`src/rtl/xbar_pkg.sv`:
```
package xbar_pkg;
  localparam int unsigned XB_MASTERS = 4;
  localparam int unsigned XB_SLAVES  = 3;
  localparam int unsigned XB_AW      = 32;
  localparam int unsigned XB_DW      = 64;
  localparam int unsigned XB_LVLW    = 2;   // priority level width
  localparam int unsigned XB_REGW    = 4;   // decoded high address bits
  // region code per slave, slave 0 in the low nibble
  localparam logic [XB_SLAVES*XB_REGW-1:0] XB_REGION = {4'h4, 4'h2, 4'h0};
endpackage

```
`src/rtl/xbar_decode.sv`:
```
module xbar_decode #(
  parameter int unsigned AW     = 32,
  parameter int unsigned N_SLV  = 3,
  parameter int unsigned REGW   = 4,
  parameter logic [N_SLV*REGW-1:0] REGION = '0,
  localparam int unsigned SW    = (N_SLV > 1) ? $clog2(N_SLV) : 1
) (
  input  logic [AW-1:0] addr,
  output logic          hit,
  output logic [SW-1:0] sidx
);
  logic [REGW-1:0] field;
  assign field = addr[AW-1 -: REGW];

  always_comb begin
    hit  = 1'b0;
    sidx = '0;
    for (int s = 0; s < N_SLV; s++) begin
      if (field == REGION[s*REGW +: REGW]) begin
        hit  = 1'b1;
        sidx = SW'(s);
      end
    end
  end
endmodule

```
`src/rtl/xbar_arbiter.sv`:
```
module xbar_arbiter #(
  parameter int unsigned N_MST = 4,
  parameter int unsigned LVLW  = 2,
  localparam int unsigned MW   = (N_MST > 1) ? $clog2(N_MST) : 1
) (
  input  logic                  clk,
  input  logic                  rst_n,
  input  logic [N_MST-1:0]      req,
  input  logic [N_MST-1:0]      elev,
  input  logic                  rr_mode,
  input  logic [N_MST*LVLW-1:0] prio,
  input  logic                  done,
  output logic                  busy,
  output logic [MW-1:0]         owner
);
  logic             busy_q, busy_d;
  logic [MW-1:0]    own_q, last_q, win;
  logic [N_MST-1:0] cand;
  logic [LVLW-1:0]  best;
  logic [MW-1:0]    idx;
  logic             found, grant_en;

  // candidate set: elevated requesters shadow the others
  always_comb begin
    cand  = (|(req & elev)) ? (req & elev) : req;
    win   = '0;
    found = 1'b0;
    best  = '0;
    idx   = '0;
    if (rr_mode) begin
      for (int k = 1; k <= N_MST; k++) begin
        idx = MW'((int'(last_q) + k) % N_MST);
        if (!found && cand[idx]) begin
          found = 1'b1;
          win   = idx;
        end
      end
    end else begin
      for (int i = 0; i < N_MST; i++) begin
        if (cand[i] && (!found || prio[i*LVLW +: LVLW] > best)) begin
          found = 1'b1;
          win   = MW'(i);
          best  = prio[i*LVLW +: LVLW];
        end
      end
    end
  end

  always_comb begin
    grant_en = !busy_q && found;
    busy_d   = busy_q;
    if (busy_q) begin
      if (done) busy_d = 1'b0;
    end else if (found) begin
      busy_d = 1'b1;
    end
  end

  always_ff @(posedge clk or negedge rst_n) begin
    if (!rst_n) begin
      busy_q <= 1'b0;
      own_q  <= '0;
      last_q <= MW'(N_MST - 1);
    end else begin
      busy_q <= busy_d;
      if (grant_en) begin
        own_q  <= win;
        last_q <= win;
      end
    end
  end

  assign busy  = busy_q;
  assign owner = own_q;
endmodule

```
`src/rtl/xbar_switch.sv`:
```
module xbar_switch
  import xbar_pkg::*;
#(
  parameter int unsigned N_MST = XB_MASTERS,
  parameter int unsigned N_SLV = XB_SLAVES,
  parameter int unsigned AW    = XB_AW,
  parameter int unsigned DW    = XB_DW,
  parameter int unsigned LVLW  = XB_LVLW,
  parameter int unsigned REGW  = XB_REGW,
  parameter logic [N_SLV*REGW-1:0] REGION = XB_REGION,
  localparam int unsigned MW   = (N_MST > 1) ? $clog2(N_MST) : 1,
  localparam int unsigned SW   = (N_SLV > 1) ? $clog2(N_SLV) : 1
) (
  input  logic                        clk,
  input  logic                        rst_n,
  input  logic [N_SLV-1:0]            cfg_rr,
  input  logic [N_SLV*N_MST*LVLW-1:0] cfg_prio,
  input  logic [N_MST-1:0]            m_req,
  input  logic [N_MST-1:0]            m_elev,
  input  logic [N_MST*AW-1:0]         m_addr,
  input  logic [N_MST-1:0]            m_we,
  input  logic [N_MST*DW-1:0]         m_wdata,
  input  logic [N_MST-1:0]            m_last,
  output logic [N_MST-1:0]            m_ready,
  output logic [N_MST-1:0]            m_err,
  output logic [N_MST*DW-1:0]         m_rdata,
  output logic [N_SLV-1:0]            s_sel,
  output logic [N_SLV*MW-1:0]         s_mid,
  output logic [N_SLV*AW-1:0]         s_addr,
  output logic [N_SLV-1:0]            s_we,
  output logic [N_SLV*DW-1:0]         s_wdata,
  output logic [N_SLV-1:0]            s_last,
  input  logic [N_SLV-1:0]            s_ready,
  input  logic [N_SLV*DW-1:0]         s_rdata
);
  logic [N_MST-1:0] hit;
  logic [SW-1:0]    sidx [N_MST];
  logic [MW-1:0]    own  [N_SLV];
  logic [N_SLV-1:0] busy;

  for (genvar m = 0; m < N_MST; m++) begin : g_dec
    xbar_decode #(.AW(AW), .N_SLV(N_SLV), .REGW(REGW), .REGION(REGION)) u_dec (
      .addr (m_addr[m*AW +: AW]),
      .hit  (hit[m]),
      .sidx (sidx[m])
    );
  end

  for (genvar s = 0; s < N_SLV; s++) begin : g_port
    logic [N_MST-1:0] req_here;
    logic             done;

    always_comb begin
      for (int m = 0; m < N_MST; m++)
        req_here[m] = m_req[m] && hit[m] && (sidx[m] == SW'(s));
    end

    assign done = busy[s] && s_ready[s] && m_last[own[s]];

    xbar_arbiter #(.N_MST(N_MST), .LVLW(LVLW)) u_arb (
      .clk     (clk),
      .rst_n   (rst_n),
      .req     (req_here),
      .elev    (m_elev),
      .rr_mode (cfg_rr[s]),
      .prio    (cfg_prio[s*N_MST*LVLW +: N_MST*LVLW]),
      .done    (done),
      .busy    (busy[s]),
      .owner   (own[s])
    );

    assign s_sel[s]              = busy[s];
    assign s_mid[s*MW +: MW]     = own[s];
    assign s_addr[s*AW +: AW]    = m_addr[own[s]*AW +: AW];
    assign s_we[s]               = m_we[own[s]];
    assign s_wdata[s*DW +: DW]   = m_wdata[own[s]*DW +: DW];
    assign s_last[s]             = m_last[own[s]];
  end

  // response routing back to the owning master
  always_comb begin
    m_rdata = '0;
    for (int m = 0; m < N_MST; m++) begin
      m_err[m]   = m_req[m] && !hit[m];
      m_ready[m] = m_err[m];
      for (int s = 0; s < N_SLV; s++) begin
        if (busy[s] && own[s] == MW'(m)) begin
          m_ready[m]            = s_ready[s];
          m_rdata[m*DW +: DW]   = s_rdata[s*DW +: DW];
        end
      end
    end
  end
endmodule

```
`config.mk`:
```
export PLATFORM = sky130hd
export DESIGN_NAME = xbar_switch
export DESIGN_NICKNAME = d
export VERILOG_FILES = /design/src/rtl/xbar_pkg.sv /design/src/rtl/xbar_decode.sv /design/src/rtl/xbar_arbiter.sv /design/src/rtl/xbar_switch.sv
export SDC_FILE = /design/constraint.sdc
export NUM_CORES = 1
export LEC_CHECK = 0
export BUFFER_PORTS_ARGS = -buffer_cell sky130_fd_sc_hd__buf_2
export CELL_PAD_IN_SITES_DETAIL_PLACEMENT = 1
export CELL_PAD_IN_SITES_GLOBAL_PLACEMENT = 1
export CORE_AREA = 4 4 457 459
export CTS_CLUSTER_DIAMETER = 200
export CTS_CLUSTER_SIZE = 10
export DETAILED_ROUTE_END_ITERATION = 10
export DIE_AREA = 0 0 461 463
export PLACE_DENSITY = 0.36
export SYNTH_ARGS = -nofsm -noshare
export SYNTH_HDL_FRONTEND = slang
export SYNTH_HIERARCHICAL = 1
export SYNTH_SLANG_ARGS = --single-unit
```
`constraint.sdc`:
```
create_clock -name clk -period 1.8 [get_ports clk]
set_input_delay 0 -clock clk [delete_from_list [all_inputs] [get_ports clk]]
set_output_delay 0 -clock clk [all_outputs]
set_load 0.01 [all_outputs]
```
* Word-level counts from Yosys, hierarchy flattened
Index checks and enable logic that the tools add are counted.
Storage, ports and cells: bits in registers 15, bits in latches 0, memory bits (writable) 0, memory bits (read-only) 0, input bits 624, output and inout port bits 567, logic and storage cells 365, memories 0
Operators by class: add/sub/neg operators 12, multiply operators 0, div/mod/pow operators 0, order comparisons 24, eq/ne operators 25, shift-type cells 6, muxes and demuxes 179, bitwise logic cells 3, reduce and logical (&&, ||, !) cells 107
Operator list (count):
- $mux W64 | 12
- $shiftx A256 B9 Y64 | 3
- $shiftx A128 B8 Y32 | 3
- $mux W1 | 103
- $mux W2 | 43
- $logic_and A1 B1 Y1 | 59
- $lt A2 B3 Y1 const B | 15
- $bmux W1 S2 | 18
- $logic_not A1 Y1 | 25
- $eq A2 B2 Y1 const B | 10
- $gt A2 B2 Y1 | 9
- $eq A4 B2 Y1 const B | 4
- $eq A4 B3 Y1 const B | 4
- $logic_not A4 Y1 | 4
- $eq A2 B1 Y1 const B | 7
- $logic_not A2 Y1 | 7
- $add A2 B1 Y2 const B | 6
- $add A2 B2 Y2 const B | 6
- $and A4 B4 Y4 | 3
- $mux W4 | 3
- $reduce_or A4 Y1 | 3
- $logic_or A1 B1 Y1 | 9

* Longest topological paths before layout
depth in word-level cells 28, mapped depth 24, gate-level depth less buffers 23

* Cells and area by module
Netlist, hierarchy kept.
By module, submodules not included:
- xbar_switch | times used 1, cells each 1587, area each 12976.2 um^2, seq. area each 0.0 um^2
- xbar_arbiter | times used 3, cells each 102, area each 819.5 um^2, seq. area each 127.6 um^2
- xbar_decode | times used 4, cells each 3, area each 25.0 um^2, seq. area each 0.0 um^2

* Worst setup path after synthesis
No wires, ideal clock.
path type input to register, from input m_addr[124], to register g_port[0].u_arb.own_q[0], setup time 0.144 ns, data arrival time 4.676 ns, path slack -3.020 ns, cell stages on the path 23, path buffers 1, path through nor4b_1 -> nor3_1 -> buf_6 -> a222oi_1 -> o21a_2 -> nand2_1 -> ha_1 -> nor2b_1 -> o21ai_0 -> a21oi_2 -> mux2_4 -> ha_1 -> nor2b_1 -> a2bb2oi_1 -> a21o_1 -> and2_1 -> mux2_2 -> ha_1 -> nor2b_1 -> o21ai_0 -> nor2_1 -> o41ai_1 -> o22ai_1
Between the ends: word-level cells in the longest chain between the ends 27, elaborated cells between the ends (all ways) 70, classes of those cells 3 x order compare; 2 x eq/ne; 43 x mux; 1 x bitwise; 21 x reduce/logical
Ends and longest elaborated chain:
- start, declared | line xbar_switch.sv:20 | input logic [N_MST*AW-1:0] m_addr,
- $logic_not A4 Y1 | line xbar_decode.sv:19 | if (field == REGION[s*REGW +: REGW]) begin
- $mux W1 (3 in a row) | line xbar_decode.sv:19
- $logic_and A1 B1 Y1 | line xbar_switch.sv:55 | req_here[m] = m_req[m] && hit[m] && (sidx[m] == SW'(s));
- $logic_and A1 B1 Y1 * | line xbar_switch.sv:55
- via g_port[0].req_here[3] | line xbar_switch.sv:50 | logic [N_MST-1:0] req_here;
- $and A4 B4 Y4 | line xbar_arbiter.sv:25 | cand = (|(req & elev)) ? (req & elev) : req;
- $reduce_or A4 Y1 | line xbar_arbiter.sv:25
- $mux W4 * | line xbar_arbiter.sv:25
- [10 not listed]
- $mux W2 / $mux W1 (equally long branches) | line xbar_arbiter.sv:40 | if (cand[i] && (!found || prio[i*LVLW +: LVLW] > best)) begin
- $mux W2 / $mux W1 (equally long branches) | line xbar_arbiter.sv:30 | if (rr_mode) begin
- $gt A2 B2 Y1 / $logic_not A1 Y1 (equally long branches) | line xbar_arbiter.sv:40
- $logic_or A1 B1 Y1 | line xbar_arbiter.sv:40
- $logic_and A1 B1 Y1 | line xbar_arbiter.sv:40
- $mux W1 | line xbar_arbiter.sv:40
- $mux W1 | line xbar_arbiter.sv:30
- $logic_and A1 B1 Y1 | line xbar_arbiter.sv:50 | grant_en = !busy_q && found;
- end signal, assigned | line xbar_arbiter.sv:67 | own_q <= win;
- end, declared | line xbar_arbiter.sv:17 | logic [MW-1:0] own_q, last_q, win;
The timed path passes the listed nets; every way through them passes the cells marked *. The select of a mux whose other input is x is not followed. A chain may end at the register's enable or synchronous reset.

* Final worst setup path
from input m_addr[95], to register g_port[2].u_arb.own_q[0]
Between the ends: word-level cells in the longest chain between the ends 27, elaborated cells between the ends (all ways) 70, classes of those cells 3 x order compare; 3 x eq/ne; 43 x mux; 1 x bitwise; 20 x reduce/logical
Ends and longest elaborated chain:
- $logic_not A4 Y1 | line xbar_decode.sv:19
- $mux W1 (2 in a row) | line xbar_decode.sv:19
- $mux W1 * | line xbar_decode.sv:19
- via hit[2] | line xbar_switch.sv:36 | logic [N_MST-1:0] hit;
- $logic_and A1 B1 Y1 * (2 in a row) | line xbar_switch.sv:55
- via g_port[2].req_here[2] | line xbar_switch.sv:50
- $and A4 B4 Y4 | line xbar_arbiter.sv:25
- $reduce_or A4 Y1 | line xbar_arbiter.sv:25
- [11 not listed]
- $mux W2 / $mux W1 (equally long branches) | line xbar_arbiter.sv:40
- $mux W2 / $mux W1 (equally long branches) | line xbar_arbiter.sv:30
- $gt A2 B2 Y1 / $logic_not A1 Y1 (equally long branches) | line xbar_arbiter.sv:40
- $logic_or A1 B1 Y1 | line xbar_arbiter.sv:40
- $logic_and A1 B1 Y1 | line xbar_arbiter.sv:40
- $mux W1 | line xbar_arbiter.sv:40
- $mux W1 | line xbar_arbiter.sv:30
- $logic_and A1 B1 Y1 | line xbar_arbiter.sv:50
- end signal, assigned | line xbar_arbiter.sv:67
- end, declared | line xbar_arbiter.sv:17
Marks and branches as above.

==> results.md <==
- Status: finished, violations left
- Failing checks: setup timing
- GRT Residual Overflow: 0
- Unrepaired setup endpoints after global routing: true
- Max capacitance violation total: 0
- Die width: approximately 460 um
- Overall power: about 0.050 W
- Filler cells: between 20,000 and 25,000
- WP depth: 25
- Core Footprint: 204,000 um2
- HP Class: input pin to flip-flop
- Top Layer Used: met5
- Slew HR: 0.654
- Die Ht: 463 um
- CP max stage delay: 480 ps
- Vias in the first global route: 26,200
- Drt drc: 0
- Largest net degree at the start of global routing: 61
- CP Class: input pin to flip-flop
- Crit path time final: around 4700 ps
- Worst clock skew: roughly 10 ps
- Asr flop ratio synth: 1.00
- Crit path max fanout: 6
- Switch Pwr: ~0.026 W
- Logic pwr share: 0.973
- Clock-pin slew on the worst setup and hold paths: roughly 70 ps
- Area delta synth->final: 150%
- Clock share of power: 0.010
- Die outline area: between 200,000 and 250,000 um2
- Fin crit share: 2.63
- PD cells: around 1300 nW/um2
- Hold slack: about 130 ps
- Cell mode on critical path: nor2b_4
- Post-Synthesis Mean Instance Area: between 8 and 9 um2
- Port bufs: roughly 1,200
- Synth warn: 6
- Worst setup SP type: input pin
- Root buf cell: clkbuf_16
- HP Start: cfg_rr[2]
- CP required: a little under 2000 ps
- Storage cell area: 408 um2
- Initial Utilization: 0.0760
- Longest Clk Path Bufs: 2
- Antenna violations before repair: approximately 160
- Cell Int Power: 0.0239 W
- Final nets: between 4,000 and 5,000
- Routed wire length: around 240,000 um
- Vias post-DR: 27,000
- Ranking of synthesized cells by area: mux4_2, a31oi_1, nand3_1
- Most frequent cells after synthesis: mux4_2, nand2_1, nor2_1
- R2R Setup Slk: -200 ps
- Max Clk Rate: 211 MHz
- Wire length on met1: a little over 100,000 um
- Flop pwr share: 0.017
- Reg2reg end: g_port[1].u_arb/busy
- Slew Limit Fails: 0
- Synthesized net count: 2,547
- Final hold vios: 0
- Reg2Reg Depth: 6
- GRT Util Overall: 0.195
- Register bit count reported by yosys: 15
- Register area share after synthesis: 0.0246
- Pleak: 15.2 nW
- Synth Cell Area: between 15,000 and 20,000 um2
- Layout cells sized above 1: 0.764
- Mapped Cells: around 1,900
- Switching part of the total: 0.518
- Main synth FF type: dfrtp_1
- Area of the multi-input gates: around 18,000 um2
- Yosys top cell by area: mux4_2
- Top-area cell type share of the netlist area: 0.426
- Pre-CTS worst setup slack: -3860 ps
- Count of final setup violators: approximately 560
- Endpoint class of the critical path: flip-flop
- CP top delay family: compound AO/OA/AOI/OAI gates
- First-pass GRT wire length: around 280,000 um
- Io pins: 1,191
- Netlist cell types: 57
- Setup ws final: -2940 ps
- WP buf/inv: 2
- Hold depth: 3
- Crit path max-delay cell type: nor3b_2
- Reg2Reg Launch Point: g_port[1].u_arb/owner[0]
- Top-count cell post-synth: mux4_2
- Final ANT Viol Nets: 0
- Row cnt: roughly 170
- Worst-Skew Late Latency: 270 ps
- Vias/cell: between 4 and 5
- Metal3 WL: 24,700 um
- RePlAce Congestion: approximately 1.0
- Least-Margin Pin Slew: just over 500 ps
- CTS tree: built
- WL met2: about 110,000 um
- Initial DRC count: 2,451
- Drt first pass iters: 7
- Worst VDD drop: ~450 uV
- TritonCTS buffer count: 3
- Clk sinks: 15
- DP HPWL: 184,000 um
- Post-synth EDFFs: 0
- Htree depth: 1
- Worst Hold Endpoint: g_port[2].u_arb/last_q[0]
- Critical path arrival: 4880 ps
- Routed WL per cell: between 30 and 40 um
==> layer usage <==
metal	up-vias	track usage
met4	94	0.0236
met5	-	0
met1	14100	0.252
met2	1508	0.317
li1	11000	-
met3	355	0.0704
==> sequential cells by signal (all words and copies together), names as in the netlist <==
register / flops
g_port.u_arb/last_q: 6
g_port.u_arb/owner: 6
g_port.u_arb/busy: 3
==> kinds of logic (layout without fill, tap and decap cells) <==
| group | Yosys count | after routing | synth area share |
|---|---|---|---|
| compound gates | 419 | 419 | 0.183 |
| mux | 306 | 306 | 0.436 |
| buf+inv | 265 | 1910 | 0.0896 |
| flops | 15 | 15 | 0.0246 |
| other cells | 0 | 54 | 0 |
| simple gates | 882 | 882 | 0.252 |
| fa+ha+maj | 18 | 18 | 0.0145 |
==> area by class of cell <==
type / count / share of cell area
Clock inverter: 1 / 0.000129
Tap cell: 2688 / 0.0864
Antenna cell: 54 / 0.00347
Inverter: 38 / 0.00367
Timing Repair Buffer: 1868 / 0.427
Sequential cell: 15 / 0.0105
Clock buffer: 3 / 0.00193
Multi-Input combinational cell: 1625 / 0.467
==> worst max path at each step <==
stage	end	slack, ps	startpoint
floorplan	g_port[1].u_arb/owner[0]	-2660	m_addr[127]
global placement	g_port[2].u_arb/owner[0]	-3780	m_addr[60]
detailed placement	g_port[2].u_arb/owner[0]	-3860	m_addr[60]
CTS	g_port[0].u_arb/owner[0]	-2840	m_addr[93]
global route	g_port[0].u_arb/owner[0]	-3130	m_addr[94]
finish	g_port[2].u_arb/owner[0]	-2940	m_addr[95]
==> through the flow <==
step / area (um2) / setup TNS, ps / util / cells
final: 38900 / -195180 / 0.190 / 6292
after global routing: 38800 / -224090 / 0.190 / 6250
after CTS: 32000 / -217000 / 0.156 / 6100
after detailed placement: 28000 / -68710 / 0.137 / 5968
after global placement: 28000 / -68620 / 0.137 / 5968
after floorplan: 15800 / -30720 / - / 1905
==> what timing repair did <==
item                                    CTS  global route
endpoints found under the setup margin  556           564
setup buffers                           118           124
gates resized for setup                 468          1118
cloned                                   27            45
endpoints found under the hold margin     9             0
pin swaps                               133           247
hold buffers                              1             0
==> power by group through the flow <==
| stage | logic (W) | clock network, W | registers [W] |
|---|---|---|---|
| final | 0.0482 | 0.000513 | 0.000847 |
| after global placement | 0.0327 | 0 | 0.000867 |
| after detailed placement | 0.0326 | 0 | 0.000865 |
| after floorplan | 0.0144 | 0 | 0.000680 |
| after CTS | 0.0395 | 0.000526 | 0.000845 |
| after global routing | 0.0496 | 0.000539 | 0.000890 |
==> cell usage in the layout, fill, tap and decap left out, types with 9 or more instances in the layout <==
cell and count:
nand3_4 69, inv_1 38, buf_16 41, nand2b_1 9, nand2_4 31, o21ai_2 13
a222oi_1 9, nor2_4 25, buf_4 355, nor2_2 30, mux4_2 294, clkbuf_16 45
o21ai_1 11, nor2_1 211, nand2_2 40, a31oi_2 25, buf_12 123, ha_4 11
nand3_2 79, o221ai_1 9, buf_2 900, a31oi_1 127, buf_8 52, o21a_1 10
nand2_1 207, a31oi_4 107, nand3_1 110, mux2_4 9, diode_2 54, buf_6 353
o21ai_0 17
==> tightest hold or removal path, stage by stage <==
cell     delay, ps
buf_2          140
o41ai_2        100
o22ai_1        110
No activity file was read; power rests on OpenSTA's default activity.
